--- src/rtl/cff_pkg.sv ---
package cff_pkg;

  // Streak qualifier states: idle, part-way through a streak, latched fault.
  typedef enum logic [1:0] {
    ST_IDLE    = 2'd0,
    ST_ARMED   = 2'd1,
    ST_LATCHED = 2'd2
  } streak_st_e;

  localparam int NUM_CH = 2;
  localparam int CH_OVP = 0;
  localparam int CH_OCP = 1;

endpackage

--- src/rtl/cff_strobe.sv ---
module cff_strobe #(
  parameter int STROBE_DLY = 100,
  parameter int STROBE_LEN = 25
) (
  input  logic clk,
  input  logic rst,
  input  logic clear,
  input  logic cyc_start,
  input  logic toff_pulse,
  output logic window
);

  localparam int END_CNT = STROBE_DLY + STROBE_LEN;
  localparam int CW      = $clog2(END_CNT + 1);

  logic          run_q;
  logic [CW-1:0] cnt_q;

  // Counts clocks since turn-off; a new cycle start aborts a pending window.
  always_ff @(posedge clk) begin
    if (rst || clear || cyc_start) begin
      run_q <= 1'b0;
      cnt_q <= '0;
    end else if (toff_pulse) begin
      run_q <= 1'b1;
      cnt_q <= '0;
    end else if (run_q) begin
      if (cnt_q == CW'(END_CNT - 1)) begin
        run_q <= 1'b0;
      end else begin
        cnt_q <= cnt_q + 1'b1;
      end
    end
  end

  assign window = run_q && (cnt_q >= CW'(STROBE_DLY));

endmodule

--- src/rtl/cff_trip_catch.sv ---
module cff_trip_catch (
  input  logic clk,
  input  logic rst,
  input  logic clear,
  input  logic eval,
  input  logic window,
  input  logic cmp,
  output logic seen
);

  logic seen_q;
  logic sample;

  assign sample = window & cmp;

  // Sticky per-cycle trip flag; the eval clock opens the next cycle.
  always_ff @(posedge clk) begin
    if (rst || clear) begin
      seen_q <= 1'b0;
    end else if (eval) begin
      seen_q <= sample;
    end else if (sample) begin
      seen_q <= 1'b1;
    end
  end

  assign seen = seen_q;

endmodule

--- src/rtl/cff_streak.sv ---
module cff_streak
  import cff_pkg::*;
#(
  parameter int HITS = 4
) (
  input  logic clk,
  input  logic rst,
  input  logic clear,
  input  logic eval,
  input  logic seen,
  output logic hit,
  output logic fault,
  output logic warn
);

  localparam int CW = (HITS > 1) ? $clog2(HITS) : 1;

  streak_st_e    st_q;
  logic [CW-1:0] cnt_q;
  logic          last;

  assign last = (cnt_q == CW'(HITS - 1));

  always_ff @(posedge clk) begin
    if (rst || clear) begin
      st_q  <= ST_IDLE;
      cnt_q <= '0;
    end else if (eval) begin
      case (st_q)
        ST_IDLE, ST_ARMED: begin
          if (seen) begin
            if (last) begin
              st_q  <= ST_LATCHED;
              cnt_q <= '0;
            end else begin
              st_q  <= ST_ARMED;
              cnt_q <= cnt_q + 1'b1;
            end
          end else begin
            st_q  <= ST_IDLE;
            cnt_q <= '0;
          end
        end
        default: begin
          st_q  <= ST_LATCHED;
          cnt_q <= '0;
        end
      endcase
    end
  end

  assign hit   = !rst && !clear && eval && seen && (st_q != ST_LATCHED) && last;
  assign fault = (st_q == ST_LATCHED);
  assign warn  = (st_q == ST_ARMED);

endmodule

--- src/rtl/cyc_fault_filter.sv ---
module cyc_fault_filter
  import cff_pkg::*;
#(
  parameter int STROBE_DLY = 100,
  parameter int STROBE_LEN = 25,
  parameter int OVP_HITS   = 4,
  parameter int OCP_HITS   = 2
) (
  input  logic clk,
  input  logic rst,
  input  logic cyc_start,
  input  logic toff_pulse,
  input  logic ovp_cmp,
  input  logic ocp_cmp,
  input  logic uvlo,
  output logic ovp_fault,
  output logic ocp_fault,
  output logic shutdown
);

  logic              on_q;
  logic              strobe_win;
  logic [NUM_CH-1:0] ch_win;
  logic [NUM_CH-1:0] ch_cmp;
  logic [NUM_CH-1:0] ch_seen;
  logic [NUM_CH-1:0] ch_hit;
  logic [NUM_CH-1:0] ch_fault;
  logic [NUM_CH-1:0] ch_warn;
  logic              shut_q;

  // On-time tracker: switch on from cycle start until turn-off edge.
  always_ff @(posedge clk) begin
    if (rst || uvlo || toff_pulse) begin
      on_q <= 1'b0;
    end else if (cyc_start) begin
      on_q <= 1'b1;
    end
  end

  cff_strobe #(
    .STROBE_DLY(STROBE_DLY),
    .STROBE_LEN(STROBE_LEN)
  ) u_strobe (
    .clk       (clk),
    .rst       (rst),
    .clear     (uvlo),
    .cyc_start (cyc_start),
    .toff_pulse(toff_pulse),
    .window    (strobe_win)
  );

  assign ch_win[CH_OVP] = strobe_win;
  assign ch_win[CH_OCP] = on_q;
  assign ch_cmp[CH_OVP] = ovp_cmp;
  assign ch_cmp[CH_OCP] = ocp_cmp;

  for (genvar g = 0; g < NUM_CH; g++) begin : g_ch
    localparam int CH_HITS = (g == CH_OVP) ? OVP_HITS : OCP_HITS;

    cff_trip_catch u_catch (
      .clk   (clk),
      .rst   (rst),
      .clear (uvlo),
      .eval  (cyc_start),
      .window(ch_win[g]),
      .cmp   (ch_cmp[g]),
      .seen  (ch_seen[g])
    );

    cff_streak #(
      .HITS(CH_HITS)
    ) u_streak (
      .clk  (clk),
      .rst  (rst),
      .clear(uvlo),
      .eval (cyc_start),
      .seen (ch_seen[g]),
      .hit  (ch_hit[g]),
      .fault(ch_fault[g]),
      .warn (ch_warn[g])
    );
  end

  // Combined request set in the same clock as the confirming verdict.
  always_ff @(posedge clk) begin
    if (rst || uvlo) begin
      shut_q <= 1'b0;
    end else if (|ch_hit) begin
      shut_q <= 1'b1;
    end
  end

  assign ovp_fault = ch_fault[CH_OVP];
  assign ocp_fault = ch_fault[CH_OCP];
  assign shutdown  = shut_q;

endmodule

--- config.mk ---
export PLATFORM = sky130hd
export DESIGN_NAME = cyc_fault_filter
export DESIGN_NICKNAME = d
export VERILOG_FILES = /design/src/rtl/cff_pkg.sv /design/src/rtl/cff_strobe.sv /design/src/rtl/cff_trip_catch.sv /design/src/rtl/cff_streak.sv /design/src/rtl/cyc_fault_filter.sv
export SDC_FILE = /design/constraint.sdc
export NUM_CORES = 1
export LEC_CHECK = 0
export ABC_CLOCK_PERIOD_IN_PS = 1500
export BUFFER_PORTS_ARGS = -buffer_cell sky130_fd_sc_hd__buf_4
export CAP_MARGIN = 20
export CORE_UTILIZATION = 49
export CTS_BUF_LIST = sky130_fd_sc_hd__clkbuf_16
export DETAILED_ROUTE_END_ITERATION = 8
export PLACE_DENSITY = 0.8
export SYNTH_ARGS = -nofsm -noshare
export SYNTH_HDL_FRONTEND = slang
export SYNTH_SLANG_ARGS = --single-unit
--- constraint.sdc ---
create_clock -name clk -period 1.5 [get_ports clk]
set_clock_uncertainty 0.05 [all_clocks]
set_input_delay 0.3 -clock clk [delete_from_list [all_inputs] [get_ports clk]]
set_output_delay 0.3 -clock clk [all_outputs]
set_load 0.03 [all_outputs]
==> results.toml, run 1 <==
[route]
wl_um = 1800
first_pass_iters = 4
drt-initial-drc-count = 30
vias = 729
ant_nets = 0
viasPerCell = 6.18
post_drt_wl_per_cell_um = 15.3
drcViolationCount = 0

[clock_network]
cts_tree = "done"
post_cts_buffers = 0
clockBufferDepth = 2
clk-insertion-delay-late_ns = 0.25
clkTransAtPathRegs_ns = 0.05
cts_sinks = 18
cts_made_buffers = 3
htree_levels = 1
clock-root-buffer = "clkbuf_16"
cts-hold-fix-buffers = 0

[power]
p_leak_nw = 0.401
p_per_area_nw_per_um2 = 1010
peakVddDrop_uv = 718

[worst_setup_path]
worstReg2RegStart = "u_strobe.cnt_q[1]"
critPathKind = "flip-flop to flip-flop"
slowest_delay_ns = 0.52
crit_buf_inv = 0
cp.required_ns = 1.59
crit_family = "simple AND/OR/NAND/NOR gates"
crit_arrival_ns = 1.51
r2r_setup_slack_ns = 0.08
worstPathCellList = "ha_1, nand3_2, or4b_1, o211a_1"
worst-path-max-fanout = 4
crit_start = "u_strobe.cnt_q[1]"
end_kind = "flip-flop"
cp_slowest_cell = "or4b_1"
critPathLaunchType = "flip-flop"

[status]
run_status = "complete, no violations"

[sta]
min_period_ns = 1.42
rsz0062_at_grt = "false"
setup_slack_ns = 0.0802
fin_crit_sh_pct = 94.7
slew_violations = 0
timing.setup.tns_ns = 0
finalSetupViolCount = 0
slew_headroom_pct = 67.1
tightest_slew_ns = 0.490
hold_violations = 0
max_freq_ghz = 0.704

[placement]
port_buffers = 9
hpwl_um = 1100
pre_cts_ws_ns = -0.0231
dp_cells = 114
globalplace.congestion = 0.829
placed_cell_area_um2 = 955

[die]
initial_utilization_pct = 54.3
rows = 14
die_h_um = 43.5
fp.dieW_um = 43.5
io_pins = 10
dieArea_um2 = 1900
coreArea_um2 = 1560

[synthesis]
seq_area_frac_synth_pct = 42.6
synth-compound-area-share_pct = 17.5
synth.cell_area_um2 = 846
netlist.area_leader.share_pct = 42.6
synth_adder_area_share_pct = 4.44
ys_types = 35
synth.ff_latch_count = 18
synth_nets = 97
synth_area_leaders = "dfxtp_1, mux2i_1, ha_1"
synth_cells = 87
synth_warnings = 0
ys.flop_type = "dfxtp_1"
synthMuxAreaShare_pct = 4.73
synth-xor-area-share_pct = 0
synthTopCellsByCount = "dfxtp_1, nor2_1, a21oi_1, nand2_1, inv_1"
syn_avg_cell_area_um2 = 9.72
synthArstFlopShare_pct = 0
synth-edff-count = 0
synth-simple-area-share_pct = 27.5
synth_top_family_by_area = "simple AND/OR/NAND/NOR gates"
synthMostInstantiatedCell = "dfxtp_1"
yosysTopAreaCell = "dfxtp_1"

[cells_and_area]
fin_nets = 113
utilization_pct = 67.6
final_cell_area_um2 = 1050
synthToLayoutAreaGrowth_pct = 24.6
finalNonFillerCells = 118
drive_gt1_share_pct = 26.5
antenna-diode-count = 0

[min_path]
hold_start = "toff_pulse"
hold_class = "input port to flip-flop"

[global_routing]
grt_max_degree = 13
antenna_found_initial = 0
grtUsageTotal_pct = 20.5
grt_pass1_vias = 634
grt_pass1_wl_um = 2840
grt_overflow = 0

[job]
drv_cap = 0
through the flow:
stage,hold WS [ns],power (mW)
after floorplan,0.329,0.513
after global placement,0.406,0.536
after detailed placement,0.429,0.538
after CTS,0.212,1.07
after global routing,0.215,1.10
final,0.214,1.06
metal layers:
layer	vias to the layer above	part of all wire, %	GRT usage (%)
met1	349	44	27.1
met2	27	51	32.2
met3	2	4.3	3.75
li1	351	-	-
met4	0	0.50	9.38
met5	-	0	0
power breakdown:
group          leakage (nW)  switching (mW)  internal, mW  total (mW)
Clock                0.0385           0.181         0.354       0.535
Combinational         0.216          0.0256        0.0215      0.0471
Sequential            0.146         0.00115         0.480       0.481
registers in the layout, summed over array words and instances, names as in the netlist:
name,flops
u_strobe.cnt_q,7
g_ch.u_streak.st_q,4
g_ch.u_catch.seen,2
g_ch.u_streak.cnt_q,2
on_q,1
shutdown,1
u_strobe.run_q,1
worst paths after layout:
kind	endpoint	depth (start not counted)
setup / recovery	u_strobe.cnt_q[6]	4
hold / removal	on_q	2
setup reg to reg	u_strobe.cnt_q[6]	4
hold reg to reg	u_strobe.cnt_q[0]	2
final cells by class:
type	instances	area [µm²]
inverter	5	18.8
fill	117	505
multi-input combinational	62	475
clock buffer	3	75.1
clock inverter	1	3.75
sequential	18	363
timing repair buffer	13	97.6
tap	16	20.0
worst register-to-register path, stage by stage, from the launching register on:
cell     delay [ns]
dfxtp_2        0.35
ha_1           0.18
nand3_2        0.08
or4b_1         0.52
o211a_1        0.14
cells by family (layout without fill, tap and decap cells):
kind of cell / count (synthesis) / in the layout
simple gates: 37 / 37
compound gates: 18 / 18
flops: 18 / 18
buf+inv: 7 / 22
mux: 4 / 4
fa+ha+maj: 3 / 3
placed cells by master, fill, tap and decap left out, types with 2 or more instances in the layout:
cell       synthesis  layout
dfxtp_1           18      16
buf_4              0      13
nor2_1             9       9
nand2_1            6       6
a21oi_1            6       6
inv_1              5       5
mux2i_1            4       4
nor2b_1            3       3
ha_1               3       3
clkbuf_16          0       3
nand4_1            2       2
nor3_1             2       2
nand3_1            2       2
a31oi_1            2       2
a311oi_2           2       2
nor4bb_1           2       2
dfxtp_2            0       2
what timing repair did:
action | in CTS | in global routing
gates resized for setup | 1 | 5
cloned | 0 | 0
endpoints found under the setup margin | 4 | 7
pin swaps | 0 | 0
(Power assumes the default switching activity.)
==> run 2: changes to the inputs <==
--- a/config.mk
+++ b/config.mk
@@ -5,6 +5,7 @@
 export SDC_FILE = /design/constraint.sdc
 export NUM_CORES = 1
 export LEC_CHECK = 0
+export ABC_AREA = 1
 export ABC_CLOCK_PERIOD_IN_PS = 1500
 export BUFFER_PORTS_ARGS = -buffer_cell sky130_fd_sc_hd__buf_4
 export CAP_MARGIN = 20
==> run 2 against run 1 <==
Hold slack lost 0.021 ns. Cell count grew 25%. Highest routed layer unchanged. Synthesized cell count up 37%. Die area shrank 0.55%. Utilization down 2.6 points. Via count is 5.6% higher. Fmax up 7.8%. Combinational power fell by 15%. Critical path depth rose by 5.
==> results.toml, run 2 <==
[clock_network]
cts_made_buffers = 3
htree_levels = 1
clkTransAtPathRegs_ns = 0.05
post_cts_buffers = 0
cts_tree = "done"
cts_sinks = 18
clk-insertion-delay-late_ns = 0.24
clockBufferDepth = 2
clock-root-buffer = "clkbuf_16"

[status]
run_status = "complete, no violations"

[synthesis]
synth_cells = 119
synth.cell_area_um2 = 841
synthTopCellsByCount = "nand2_1, inv_1, dfxtp_1, nor2_1, a21oi_1"
synthArstFlopShare_pct = 0
syn_avg_cell_area_um2 = 7.07
netlist.area_leader.share_pct = 42.9
seq_area_frac_synth_pct = 42.9
synth-edff-count = 0
ys_types = 18
yosysTopAreaCell = "dfxtp_1"
synth_nets = 129
ys.flop_type = "dfxtp_1"
synth_warnings = 0
synth_area_leaders = "dfxtp_1, nand2_1, inv_1"
synthMostInstantiatedCell = "nand2_1"
synth.ff_latch_count = 18

[placement]
port_buffers = 9
hpwl_um = 1280
globalplace.congestion = 0.935

[worst_setup_path]
cp_slowest_cell = "dfxtp_2"
worstReg2RegStart = "u_strobe.cnt_q[0]"
critPathLaunchType = "flip-flop"
r2r_setup_slack_ns = 0.18
end_kind = "flip-flop"
cp.required_ns = 1.62
critPathKind = "flip-flop to flip-flop"
crit_arrival_ns = 1.44
slowest_delay_ns = 0.35
r2r_cells = 9
worstPathCellList = "inv_1, ha_1, nand2_1, inv_1, nand2_2, nand2_4, inv_2, nand2_1, a21oi_1"
worst-path-max-fanout = 8
reg2reg_to = "u_strobe.cnt_q[2]"

[sta]
tightest_slew_ns = 0.326
hold_violations = 0
whs_ns = 0.193
slew_headroom_pct = 78.2
rsz0062_at_grt = "false"
timing.setup.tns_ns = 0
slew_violations = 0
max_freq_ghz = 0.759
min_period_ns = 1.32
fin_crit_sh_pct = 87.8
finalSetupViolCount = 0

[cells_and_area]
largestRegisters = "u_strobe.cnt_q (7), g_ch.u_streak.st_q (4)"
fin_nets = 144
antenna-diode-count = 0
final_common_cell = "nand2_1"
regMostFlops = "u_strobe.cnt_q"
synthToLayoutAreaGrowth_pct = 20.4
largest_register_ffs = 7
final_cell_mix = "nand2_1, inv_1, dfxtp_1, nor2_1, buf_4"
drive_gt1_share_pct = 13.6

[die]
die_h_um = 43.4
dieArea_um2 = 1890
io_pins = 10
rows = 14
fp.dieW_um = 43.4
coreArea_um2 = 1560
initial_utilization_pct = 53.9

[route]
wl_um = 1680
drt-initial-drc-count = 19
post_drt_wl_per_cell_um = 11.3
ant_nets = 0
viasPerCell = 5.20
drcViolationCount = 0
vias = 770
first_pass_iters = 4

[min_path]
hold_start = "toff_pulse"
whs_endpoint = "on_q"
min_path_cells = 2
hold_class = "input port to flip-flop"

[global_routing]
grt_max_degree = 10
grtUsageTotal_pct = 20.4
antenna_found_initial = 0
grt_pass1_vias = 703
grt_pass1_wl_um = 2930
grt_overflow = 0

[power]
p_leak_nw = 0.425
p_per_area_nw_per_um2 = 1020
peakVddDrop_uv = 658

[job]
drv_cap = 0
run 2: changes by cell type after synthesis, sizes merged, moves of 2 or more:
cell	change
o21ai	+5
nor2	+5
o22ai	+2
xor2	+3
nor2b	-3
nor4bb	-2
inv	+16
a21oi	+2
mux2i	-4
nand2	+26
nand3	+2
a311oi	-2
a31oi	-2
run 2: worst max path at each step:
stage / start / end / slack (ns) / depth (start not counted)
after floorplan: u_strobe.cnt_q[0] / u_strobe.cnt_q[3] / 0.28 / 9
after CTS: u_strobe.cnt_q[0] / u_strobe.cnt_q[3] / 0.14 / 9
after global placement: uvlo / u_strobe.cnt_q[3] / 0.1 / 6
after global routing: u_strobe.cnt_q[1] / u_strobe.cnt_q[4] / 0.05 / 6
final: u_strobe.cnt_q[0] / u_strobe.cnt_q[2] / 0.18 / 9
after detailed placement: uvlo / u_strobe.cnt_q[3] / 0.1 / 6
run 2: layout make-up:
type	count	area (µm²)
fillers	132	547
inverters	21	78.8
multi-input cells	80	402
flip-flops and latches	18	362
well taps	16	20.0
repair buffers	10	75.1
clock buffers	3	75.1
run 2: layer usage:
metal  track usage [%]  wire [µm]  share of wire (%)  up-vias
met3              3.75         98                5.8        2
li1                  -          -                  -      400
met4              5.63          9               0.54        0
met2              29.7        715                 43       28
met5                 0          0                  0        -
met1              30.7        853                 51      340
run 2: timing repair:
action | 4_1_cts | 5_1_grt
resized for setup | 0 | 1
hold buffers | 0 | 0
setup endpoints to repair | 0 | 3
run 2: where the power goes:
part | total (mW) | internal [mW] | leakage, nW | switching, mW
sequential | 0.483 | 0.481 | 0.146 | 0.00179
clock | 0.511 | 0.350 | 0.0370 | 0.161
combinational | 0.0399 | 0.0173 | 0.242 | 0.0226
total | 1.03 | 0.848 | 0.425 | 0.186
run 2: through the flow:
stage	worst slack, ns	utilization [%]	power, mW	std cells	cell area (µm²)
after floorplan	0.279	-	0.509	119	841
final	0.183	64.9	1.03	148	1010
after detailed placement	0.0978	60.0	0.531	145	936
after CTS	0.136	64.8	1.04	148	1010
after global routing	0.0479	64.9	1.07	148	1010
after global placement	0.0974	60.0	0.531	145	936
run 2: kinds of logic (layout without fill, tap and decap cells):
family	Yosys count	after routing	share of synthesized area (%)
AOI/OAI and AO/OA	18	18	11.9
DFF	18	18	42.9
buffers and inverters	21	34	9.37
and+or+nand+nor	56	56	28.3
adders and majority gates	3	3	4.46
xor gates and xnor gates	3	3	3.13
run 2: critical path, delay by kind of cell (launching register included):
kind	cells	cell delay [ns]
compound gates	1	0.12
buf+inv	3	0.24
simple gates	4	0.28
flops	1	0.35
fa+ha+maj	1	0.19
